[config.mk]
export PLATFORM = sky130hd
export DESIGN_NAME = pic_channel
export DESIGN_NICKNAME = d
export VERILOG_FILES = /design/src/rtl/pic_pkg.sv /design/src/rtl/pic_gate_edge.sv /design/src/rtl/pic_count_core.sv /design/src/rtl/pic_output_decode.sv /design/src/rtl/pic_channel.sv
export SDC_FILE = /design/constraint.sdc
export NUM_CORES = 1
export LEC_CHECK = 0
export ABC_AREA = 1
export BUFFER_PORTS_ARGS = -buffer_cell sky130_fd_sc_hd__buf_2
export CAP_MARGIN = 10
export CORE_ASPECT_RATIO = 1.1
export CORE_MARGIN = 4
export CORE_UTILIZATION = 50
export CTS_CLUSTER_DIAMETER = 30
export DETAILED_ROUTE_END_ITERATION = 10
export PLACE_DENSITY = 0.67
export SYNTH_ARGS = -nofsm -noshare
export SYNTH_HDL_FRONTEND = slang
export SYNTH_HIERARCHICAL = 1
export SYNTH_SLANG_ARGS = --single-unit
[constraint.sdc]
create_clock -name clk -period 6.5 [get_ports clk]
set_input_delay 0.325 -clock clk [delete_from_list [all_inputs] [get_ports clk]]
set_output_delay 0.325 -clock clk [all_outputs]
set_load 0.1 [all_outputs]
[src/rtl/pic_pkg.sv]
package pic_pkg;
  parameter int CNT_W = 16;
  localparam int PER_W = CNT_W + 1;

  typedef enum logic [2:0] {
    M_TERM     = 3'd0,
    M_ONESHOT  = 3'd1,
    M_RATE     = 3'd2,
    M_SQUARE   = 3'd3,
    M_SWSTROBE = 3'd4,
    M_HWSTROBE = 3'd5
  } pic_mode_e;

  // zero written means the full range
  function automatic logic [PER_W-1:0] f_period(input logic [CNT_W-1:0] v);
    return (v == '0) ? {1'b1, {CNT_W{1'b0}}} : {1'b0, v};
  endfunction

  function automatic pic_mode_e f_norm_mode(input logic [2:0] m);
    case (m)
      3'd6:    return M_RATE;
      3'd7:    return M_SQUARE;
      default: return pic_mode_e'(m);
    endcase
  endfunction

  function automatic logic f_is_oneshot(input pic_mode_e m);
    return (m == M_TERM) || (m == M_ONESHOT) || (m == M_SWSTROBE) || (m == M_HWSTROBE);
  endfunction

  function automatic logic f_gate_pauses(input pic_mode_e m);
    return (m == M_TERM) || (m == M_SWSTROBE);
  endfunction

  function automatic logic f_waits_trigger(input pic_mode_e m);
    return (m == M_ONESHOT) || (m == M_HWSTROBE);
  endfunction

  function automatic logic f_gate_retrig(input pic_mode_e m);
    return !f_gate_pauses(m);
  endfunction

  // length of the high phase of a square-wave period
  function automatic logic [PER_W-1:0] f_half_hi(input logic [PER_W-1:0] p);
    logic [PER_W:0] t;
    t = {1'b0, p} + 1'b1;
    return t[PER_W:1];
  endfunction

  // (2*e) mod p, valid for e < p
  function automatic logic [PER_W-1:0] f_dbl_mod(input logic [PER_W-1:0] e,
                                                 input logic [PER_W-1:0] p);
    logic [PER_W:0] d2;
    d2 = {e, 1'b0};
    if (d2 >= {1'b0, p}) d2 = d2 - {1'b0, p};
    return d2[PER_W-1:0];
  endfunction
endpackage

[src/rtl/pic_gate_edge.sv]
module pic_gate_edge (
  input  logic clk,
  input  logic rst_n,
  input  logic gate,
  output logic gate_rise
);
  logic gate_q;

  always_ff @(posedge clk) begin
    if (!rst_n) gate_q <= 1'b0;
    else        gate_q <= gate;
  end

  assign gate_rise = gate & ~gate_q;
endmodule

[src/rtl/pic_count_core.sv]
module pic_count_core
  import pic_pkg::*;
(
  input  logic             clk,
  input  logic             rst_n,
  input  logic             tick_en,
  input  logic             gate,
  input  logic             gate_rise,
  input  logic             load_stb,
  input  logic [CNT_W-1:0] load_val,
  input  logic [2:0]       load_mode,
  output pic_mode_e        mode_q,
  output logic [PER_W-1:0] period_q,
  output logic [PER_W-1:0] el_q,
  output logic [CNT_W-1:0] cnt_q,
  output logic             moved_q,
  output logic             step,
  output logic             restart
);
  pic_mode_e        new_mode;
  logic [PER_W-1:0] new_period;
  logic [PER_W-1:0] el_inc;

  assign new_mode   = f_norm_mode(load_mode);
  assign new_period = f_period(load_val);
  assign el_inc     = el_q + 1'b1;
  assign step       = tick_en && (!f_gate_pauses(mode_q) || gate);
  assign restart    = gate_rise && f_gate_retrig(mode_q);

  always_ff @(posedge clk) begin
    if (!rst_n) begin
      mode_q   <= M_SQUARE;
      period_q <= {1'b1, {CNT_W{1'b0}}};
      el_q     <= '0;
      cnt_q    <= '0;
      moved_q  <= 1'b0;
    end else if (load_stb) begin
      mode_q   <= new_mode;
      period_q <= new_period;
      cnt_q    <= load_val;
      moved_q  <= 1'b0;
      el_q     <= f_waits_trigger(new_mode) ? new_period + 1'b1 : '0;
    end else if (restart) begin
      el_q     <= '0;
      cnt_q    <= period_q[CNT_W-1:0];
      moved_q  <= 1'b0;
    end else if (step) begin
      cnt_q <= cnt_q - 1'b1;
      if (f_is_oneshot(mode_q)) begin
        el_q <= (el_q > period_q) ? el_q : el_inc;
      end else begin
        moved_q <= 1'b1;
        el_q    <= (el_inc == period_q) ? '0 : el_inc;
      end
    end
  end

  a_r1_zero_is_full: assert property (@(posedge clk) disable iff (!rst_n)
    load_stb && (load_val == '0) |=> period_q == {1'b1, {CNT_W{1'b0}}});

  a_r7_gate_pause: assert property (@(posedge clk) disable iff (!rst_n)
    !load_stb && f_gate_pauses(mode_q) && !gate |=> $stable(el_q) && $stable(cnt_q));

  a_r11_no_tick_still: assert property (@(posedge clk) disable iff (!rst_n)
    !load_stb && !restart && !tick_en |=> $stable(el_q) && $stable(cnt_q));

  a_r8_elapsed_bounded: assert property (@(posedge clk) disable iff (!rst_n)
    el_q <= period_q + 1'b1);
endmodule

[src/rtl/pic_output_decode.sv]
module pic_output_decode
  import pic_pkg::*;
(
  input  pic_mode_e        mode_q,
  input  logic [PER_W-1:0] period_q,
  input  logic [PER_W-1:0] el_q,
  input  logic [CNT_W-1:0] cnt_q,
  input  logic             moved_q,
  output logic             wave,
  output logic [CNT_W-1:0] count
);
  logic [PER_W-1:0] rate_left;
  logic [PER_W-1:0] sq_left;

  assign rate_left = period_q - el_q;
  assign sq_left   = period_q - f_dbl_mod(el_q, period_q);

  always_comb begin
    case (mode_q)
      M_TERM, M_ONESHOT:       wave = (el_q >= period_q);
      M_SWSTROBE, M_HWSTROBE:  wave = (el_q != period_q);
      M_RATE:                  wave = !((el_q == '0) && moved_q);
      default:                 wave = (el_q < f_half_hi(period_q));
    endcase
  end

  always_comb begin
    case (mode_q)
      M_RATE:   count = rate_left[CNT_W-1:0];
      M_SQUARE: count = sq_left[CNT_W-1:0];
      default:  count = cnt_q;
    endcase
  end
endmodule

[src/rtl/pic_channel.sv]
module pic_channel
  import pic_pkg::*;
(
  input  logic             clk,
  input  logic             rst_n,
  input  logic             tick_en,
  input  logic             gate,
  input  logic             load_stb,
  input  logic [CNT_W-1:0] load_val,
  input  logic [2:0]       load_mode,
  output logic [CNT_W-1:0] cnt_out,
  output logic             wave_out
);
  logic             gate_rise;
  pic_mode_e        mode_q;
  logic [PER_W-1:0] period_q;
  logic [PER_W-1:0] el_q;
  logic [CNT_W-1:0] cnt_q;
  logic             moved_q;
  logic             step;
  logic             restart;

  pic_gate_edge u_edge (
    .clk(clk), .rst_n(rst_n), .gate(gate), .gate_rise(gate_rise)
  );

  pic_count_core u_core (
    .clk(clk), .rst_n(rst_n), .tick_en(tick_en), .gate(gate),
    .gate_rise(gate_rise), .load_stb(load_stb), .load_val(load_val),
    .load_mode(load_mode), .mode_q(mode_q), .period_q(period_q),
    .el_q(el_q), .cnt_q(cnt_q), .moved_q(moved_q), .step(step),
    .restart(restart)
  );

  pic_output_decode u_dec (
    .mode_q(mode_q), .period_q(period_q), .el_q(el_q), .cnt_q(cnt_q),
    .moved_q(moved_q), .wave(wave_out), .count(cnt_out)
  );

  a_r2_term_sticky: assert property (@(posedge clk) disable iff (!rst_n)
    (mode_q == M_TERM) && wave_out && !load_stb |=> wave_out);

  a_r6_strobe_one_tick: assert property (@(posedge clk) disable iff (!rst_n)
    ((mode_q == M_SWSTROBE) || (mode_q == M_HWSTROBE)) && !wave_out && step
      && !load_stb && !restart |=> wave_out);

  a_r4_rate_low_one_tick: assert property (@(posedge clk) disable iff (!rst_n)
    (mode_q == M_RATE) && !wave_out && step && !load_stb && !restart
      && (period_q > 1) |=> wave_out);

  a_r8_oneshot_step_down: assert property (@(posedge clk) disable iff (!rst_n)
    f_is_oneshot(mode_q) && step && !load_stb && !restart
      |=> cnt_out == $past(cnt_out) - 1'b1);
endmodule

# Word-level counts from Yosys, hierarchy flattened
# Index checks and enable logic that the tools add are counted.
[word_totals]
reg_bits = 55
inputBits = 24
output_inout_bits = 17
[classes]
addsub = 7
n_lt_le_gt_ge = 4
eq_ne = 12
mux = 15
bitwise = 4
reduce_logical = 20
[ops]
columns = ["cell", "n"]
rows = [
  ["17-bit two-way mux", 8],
  ["16-bit two-way mux", 4],
  ["16-bit subtractor", 3],
  ["17-bit by 1-bit adder with 17-bit output, second input constant", 2],
  ["16-bit case mux with 2 select lines", 1],
  ["17-bit by 1-bit adder with 18-bit output, second input constant", 1],
  ["18-bit by 17-bit >= comparator with 1-bit output", 1],
  ["17-bit == test", 1],
  ["17-bit >= comparator", 1],
  ["17-bit greater-than comparator", 1],
  ["17-bit logical NOT", 1],
  ["17-bit < comparator", 1],
  ["17-bit != test", 1],
  ["16-bit logical NOT", 1],
  ["16-bit by 1-bit subtractor with 16-bit output, second input constant", 1],
  ["3-bit == test, second input constant", 5],
  ["3-bit by 1-bit == test with 1-bit output, second input constant", 2],
  ["3-bit by 2-bit == test with 1-bit output, second input constant", 2],
  ["1-bit logical OR", 6],
  ["3-bit case mux with 2 select lines", 1],
  ["4-bit != test, second input constant", 1],
  ["2-bit AND reduction", 2],
  ["2-bit OR reduction", 2],
  ["1-bit logical AND", 3],
  ["7 further kinds", 10],
]

# Logic depth before layout (Yosys ltp)
# Gate-level depths: netlist of run 1.
[logic_depth]
ltp_word = 8
ltp_mapped = 27
depth_no_buf = 26

# Cells and area by module
# The synthesis of run 1 kept the hierarchy.
[modules_own_cells]
columns = ["mod", "n_inst", "cells_per_inst", "area_per_inst_um2", "seq_area_each_um2"]
rows = [
  ["pic_count_core", 1, 719, 4216.5, 1081.0],
  ["pic_output_decode", 1, 549, 3240.6, 0.0],
  ["pic_gate_edge", 1, 5, 37.5, 20.0],
]

# Worst setup path before layout of run 1
# OpenSTA, ideal clock, no wires.
[synth_path]
kind = "flip-flop to output port"
start = "register u_core.period_q[6]"
end = "output cnt_out[11]"
t_arrival_ns = 5.062
required_ns = 6.175
path_slack_ns = 1.113
path_stages_with_launch = 20
n_path_buf = 1
cell_sequence = "dfxtp_1 -> inv_1 -> ha_1 -> nand2_1 -> nor2_1 -> nand4_1 -> nand3_1 -> nand2_1 -> nand2_2 -> buf_2 -> nand2_1 -> o211ai_1 -> o21ai_1 -> ha_1 -> inv_1 -> nor3_1 -> nand3_1 -> nand4_1 -> nor2_1 -> o31ai_1"
[synth_between]
elab_chain_cells = 4
word_cells_on_any_way = 6
classes_between = "add/sub: 3; order compare: 1; mux: 2"
[synth_rtl]
columns = ["element", "line", "text"]
rows = [
  ["start, declared", "pic_count_core.sv:13", "output logic [PER_W-1:0] period_q,"],
  ["start signal, assigned", "pic_count_core.sv:33", "period_q <= {1'b1, {CNT_W{1'b0}}};"],
  ["start signal, assigned", "pic_count_core.sv:39", "period_q <= new_period;"],
  ["16-bit subtractor or 18-bit by 17-bit >= comparator with 1-bit output (tied branches)", "pic_pkg.sv:55", "if (d2 >= {1'b0, p}) d2 = d2 - {1'b0, p};"],
  ["16-bit two-way mux", "pic_pkg.sv:55", ""],
  ["16-bit subtractor", "pic_output_decode.sv:16", "assign sq_left = period_q - f_dbl_mod(el_q, period_q);"],
  ["16-bit case mux with 2 select lines *", "pic_output_decode.sv:28", "case (mode_q)"],
  ["end, declared", "pic_channel.sv:11", "output logic [CNT_W-1:0] cnt_out,"],
]
# Every way passes the cells marked *; elsewhere a longest branch is shown, timed or not.

# Worst setup path after layout of run 1
[layout_path]
start = "register u_core.period_q[11]"
end = "output cnt_out[13]"
# The elaborated chain is that of the path after synthesis.

==> results of run 1 <==
critical path: stages, from the launching register on:
cell and delay [ns]:
dfxtp_1 0.63, inv_1 0.21, ha_1 0.41, a21o_1 0.21, nand2_1 0.07, a21oi_1 0.07
nor2_1 0.21, nand2_2 0.31, inv_2 0.22, nand2_1 0.07, o21ai_0 0.12, o21ai_1 0.12
ha_1 0.36, a21o_1 0.22, nand3_1 0.07, nand4_1 0.21, a31o_2 0.27, or2_1 0.20
a31oi_1 0.11, buf_2 0.44
placed cells by master (no fill, tap or decap), types with 7 or more instances in the layout:
cell type,instances
nand4_1,27
dfxtp_1,55
nor2_1,130
inv_2,9
buf_2,40
nor2_2,8
a31oi_1,12
a21oi_1,106
nor3_1,16
a21o_1,7
inv_1,165
o21ai_1,22
o211ai_1,9
xor2_1,31
o21ai_0,55
nand2_1,340
ha_1,87
buf_4,12
nand3_1,92
where the power goes:
part	leakage, uW	switching (uW)	internal, uW
Combinational	0.00346	784	286
Sequential	0.000455	55.7	362
Clock	0.0000815	132	184
Total	0.00400	972	832
cell families after synthesis:
| group | synth area share [%] |
|---|---|
| AND/OR/NAND/NOR | 37.7 |
| AO/OA/AOI/OAI | 17.9 |
| buffers and inverters | 10.6 |
| adder cells (fa/ha/maj) | 15.1 |
| flip-flops | 14.7 |
| XOR/XNOR | 4.09 |
stage by stage:
step,hold WS (ns),setup WS (ns),instances
floorplan,0.418,1.11,1273
global placement,0.500,1.78,1489
detailed placement,0.499,1.76,1489
CTS,0.233,1.42,1497
global route,0.259,0.940,1498
finish,0.237,1.32,1498
path summary, 6_finish.rpt:
check	slack (ns)	to	startpoint	cells past startpoint
max	1.32	cnt_out[13]	u_core/period_q[11]	19
min	0.24	u_edge/gate_q	gate	3
max reg2reg	3.18	u_core/el_q[16]	u_core/period_q[12]	14
min reg2reg	0.51	u_core/mode_q[2]	u_core/mode_q[2]	2
per-layer routing:
metal	wire (um)	share of wire (%)	global-route usage, %
met2	11900	45	50.1
met1	11300	43	39.5
met5	0	0	0
met3	1890	7.2	3.54
met4	1030	3.9	11.9
cell type report:
class,count,share of cell area [%]
clock buffers,6,1.60
repair buffers,52,3.60
inverters,176,8.19
clock inverters,2,0.481
multi-input cells,1014,69.5
diodes,1,0.0310
well taps,192,2.98
flip-flops and latches,55,13.7
registers in the layout, summed over array words and instances (netlist names):
register         count
u_edge/gate_q        1
u_core/moved_q       1
u_core/mode_q        3
u_core/el_q         17
u_core/cnt_q        16
u_core/period_q     17
==> impl_metrics.tcl, run 1 <==
set metrics [dict create \
    status "completed" \
    synth.most_common_cell "nand2_1" \
    antenna_found_initial 1 \
    root_buffer "clkbuf_16" \
    min_period_ns 5.18 \
    async_flop_share_pct 0 \
    synth_cell_type_count 49 \
    synth_ff_type "dfxtp_1" \
    netlist.area_leader.share_pct 17.0 \
    skew_ns 0.00563 \
    fin_setup_tns_ns 0 \
    drtAntennaViolNets 0 \
    maxSlewHeadroom_pct 22.1 \
    cp.required_ns 6.17 \
    die_area_sq_um 17000 \
    clk_pin_slew_worst_paths_ns 0.07 \
    ir_worst_vdd_v 0.000191 \
    p_leak_uw 0.00400 \
    power_density_nw_per_um2 224 \
    vias 8607 \
    globalRouteOverflowTotal 0 \
    avgSynthCellArea_sq_um 5.89 \
    grt_first_pass_wirelength_um 40800 \
    setup_viol 0 \
    insertion_delay_ns 0.30 \
    stdcell_area_sq_um 8060 \
    gp_congestion 0.985 \
    drt_wl_total_um 26100 \
    finalNetCount 1417 \
    core_sq_um 14600 \
    route.detailed.wl_per_inst_um 17.4 \
    drive_above_1_share_pct 7.97 \
    seq_area_frac_synth_pct 14.7 \
    clockBufferDepth 2 \
    fillers 1584 \
    crit_path_start_kind "register" \
    start_util_pct 51.5 \
    first_pass_iters 8 \
    portBuffers 40 \
    cts_buffers 5 \
    ys_seq_elements 55 \
    maxCapViolCount 0 \
    arrival_ns 4.86 \
    area_delta_synth_final_pct 7.56 \
    grt_pass1_vias 7725 \
    postCtsSetupRepairBufs 0 \
    cts_resized 0 \
    track_usage_pct 29.9 \
    multi_input_area_sq_um 5600 \
    hold_class "in -> reg" \
    final_util_pct 55.4 \
    drv_slew 0 \
    num_rows 46 \
    io_pins 41 \
    dp_hpwl_um 20700 \
    clock.fmax_ghz 0.193 \
    placed_cell_area_sq_um 7890 \
    yosysWarningCount 6 \
    cts_tree "done" \
    tightestPinTransition_ns 1.17 \
    drc 0 \
    min_period_over_period_pct 79.8 \
    synth_common_cells "nand2_1, inv_1, nor2_1" \
    die-width_um 125 \
    ctsHoldBuffers 0 \
    synthCells 1273 \
    hold_viol_final 0 \
    grt_max_degree 38 \
    synthTopCellsByArea "nand2_1, dfxtp_1, ha_1, inv_1, a21oi_1" \
    regArea_sq_um 1100 \
    rsz0062_at_grt "no" \
    netlist_area_sq_um 7490 \
    p_total_uw 1800 \
    vias_per_cell 5.75 \
    cp_max_fo 24 \
    cts_sinks 55 \
    synth_fp_nets 1386 \
    endpoint_kind "output pin" \
    htreeDepth 2 \
    synth.largest_area_cell "nand2_1" \
    die_h_um 136 \
    critPathKind "reg -> out" \
    synth_edf_count 0 \
    drtIter0Drc 934 \
]
Note: power is estimated with default switching activity, not from simulation.
==> run 2: changes to the inputs <==
Settings changed: PLACE_DENSITY 0.67 to 0.7.
Clock period 6.5 ns to 4.3 ns, I/O delays scaled along.
==> impl_metrics.tcl, run 2 (synthesis results as in run 1) <==
set metrics [dict create \
    vias_per_cell 5.85 \
    final_common_cell "nand2_1" \
    placed_cell_area_sq_um 8380 \
    p_total_uw 3040 \
    maxSlewHeadroom_pct 36.5 \
    min_period_ns 4.18 \
    portBuffers 40 \
    grt_max_degree 33 \
    maxCapViolCount 0 \
    tightestPinTransition_ns 0.943 \
    min_period_over_period_pct 97.2 \
    status "completed" \
    drt_wl_total_um 28100 \
    skew_ns 0.00409 \
    drv_slew 0 \
    clockBufferDepth 2 \
    num_rows 46 \
    cts_sinks 55 \
    fillers 1487 \
    die_h_um 136 \
    dp_hpwl_um 22600 \
    sequentialPowerShare_pct 19.7 \
    die-width_um 125 \
    start_util_pct 51.5 \
    endpoint_kind "output pin" \
    hold_viol_final 0 \
    drtAntennaViolNets 0 \
    drc 0 \
    cts_tree "done" \
    ir_worst_vdd_v 0.000235 \
    cp.required_ns 4.09 \
    clock.fmax_ghz 0.239 \
    power_density_nw_per_um2 343 \
    arrival_ns 3.96 \
    rsz0062_at_grt "yes" \
    io_pins 41 \
    intPower_uw 1500 \
    cp_max_fo 16 \
    grt_first_pass_wirelength_um 42300 \
    reg_top3 "u_core/el_q: 17 flops, u_core/period_q: 17 flops, u_core/cnt_q: 16 flops" \
    swShare_pct 50.6 \
    crit_path_start_kind "register" \
    finalNetCount 1456 \
    setup_viol 0 \
    p_sw_uw 1540 \
    diodes 0 \
    drive_above_1_share_pct 13.8 \
    core_sq_um 14600 \
    area_delta_synth_final_pct 18.2 \
    critPathKind "reg -> out" \
    final_util_pct 60.9 \
    p_comb_share_pct 65.4 \
    stdcell_area_sq_um 8860 \
    first_pass_iters 6 \
    ctsHoldBuffers 0 \
    insertion_delay_ns 0.29 \
    track_usage_pct 31.4 \
    hold_class "in -> reg" \
    cts_buffers 5 \
    p_leak_uw 0.00430 \
    die_area_sq_um 17000 \
    clkPwrFrac_pct 14.9 \
    htreeDepth 2 \
    antenna_found_initial 0 \
    globalRouteOverflowTotal 0 \
    drtIter0Drc 1037 \
    vias 8982 \
    grt_pass1_vias 7977 \
    hold_ws_ns 0.139 \
    clk_pin_slew_worst_paths_ns 0.07 \
    final_cell_mix "nand2_1, inv_1, nor2_1" \
    route.detailed.wl_per_inst_um 18.3 \
    root_buffer "clkbuf_16" \
    gp_congestion 1.02 \
]
[run 2: stage by stage]
step                TNS [ns]  cells  worst slack [ns]
floorplan             -0.115   1273            -0.115
global route          -0.187   1535           -0.0701
detailed placement         0   1523             0.274
CTS                        0   1530            0.0113
global placement           0   1523             0.309
finish                     0   1535             0.121
[run 2: final timing paths]
kind / startpoint / to / slack (ns) / cells after the start
worst max-delay path: u_core/period_q[0] / cnt_out[13] / 0.12 / 19
worst max register to register: u_core/period_q[14] / u_core/el_q[13] / 1.62 / 14
worst min register to register: u_core/mode_q[2] / u_core/mode_q[2] / 0.52 / 2
worst min-delay path: gate / u_edge/gate_q / 0.14 / 3
[run 2: area by class of cell]
class / count / area (sq um) / area share [%]
clock inverter: 1 / 30.0 / 0.339
tap: 192 / 240 / 2.71
multi-input combinational: 1015 / 5900 / 66.6
timing repair buffer: 90 / 796 / 8.98
sequential: 55 / 1100 / 12.5
clock buffer: 6 / 129 / 1.45
inverter: 176 / 663 / 7.48
[run 2: worst max-delay path, stage by stage, from the launching register on]
cell     delay (ns)
dfxtp_1        0.37
inv_2          0.11
fa_1           0.51
nand4_1        0.15
nand3_2        0.15
nand2_4        0.14
nand2_4        0.09
buf_8          0.16
o21ai_1        0.13
a21oi_1        0.06
a21oi_1        0.15
ha_1           0.28
a21oi_1        0.18
o21ai_0        0.10
nand2_1        0.07
nand4_1        0.18
a31o_2         0.26
or2_1          0.24
a31oi_4        0.16
buf_12         0.19
[run 2: repair_timing]
item	in CTS	in global routing
resized for setup	3	51
endpoints found under the setup margin	2	10
pin swaps	0	14
setup buffers	0	4
cloned	0	1
[run 2: power by group through the flow]
stage	Combinational [uW]	Clock (uW)	Sequential, uW
3_3_place_gp	1860	0	602
6_report	1980	453	598
5_1_grt	2120	482	602
3_5_place_dp	1870	0	603
4_1_cts	1880	458	591
2_1_floorplan	1280	0	609
[run 2: per-layer routing]
| metal | GRT usage (%) | share of wire (%) | vias to the layer above |
|---|---|---|---|
| met4 | 13.0 | 4.5 | 0 |
| met1 | 41.7 | 43 | 4102 |
| li1 | - | - | 4356 |
| met5 | 0 | 0 | - |
| met2 | 52.8 | 45 | 442 |
| met3 | 2.55 | 7.3 | 82 |
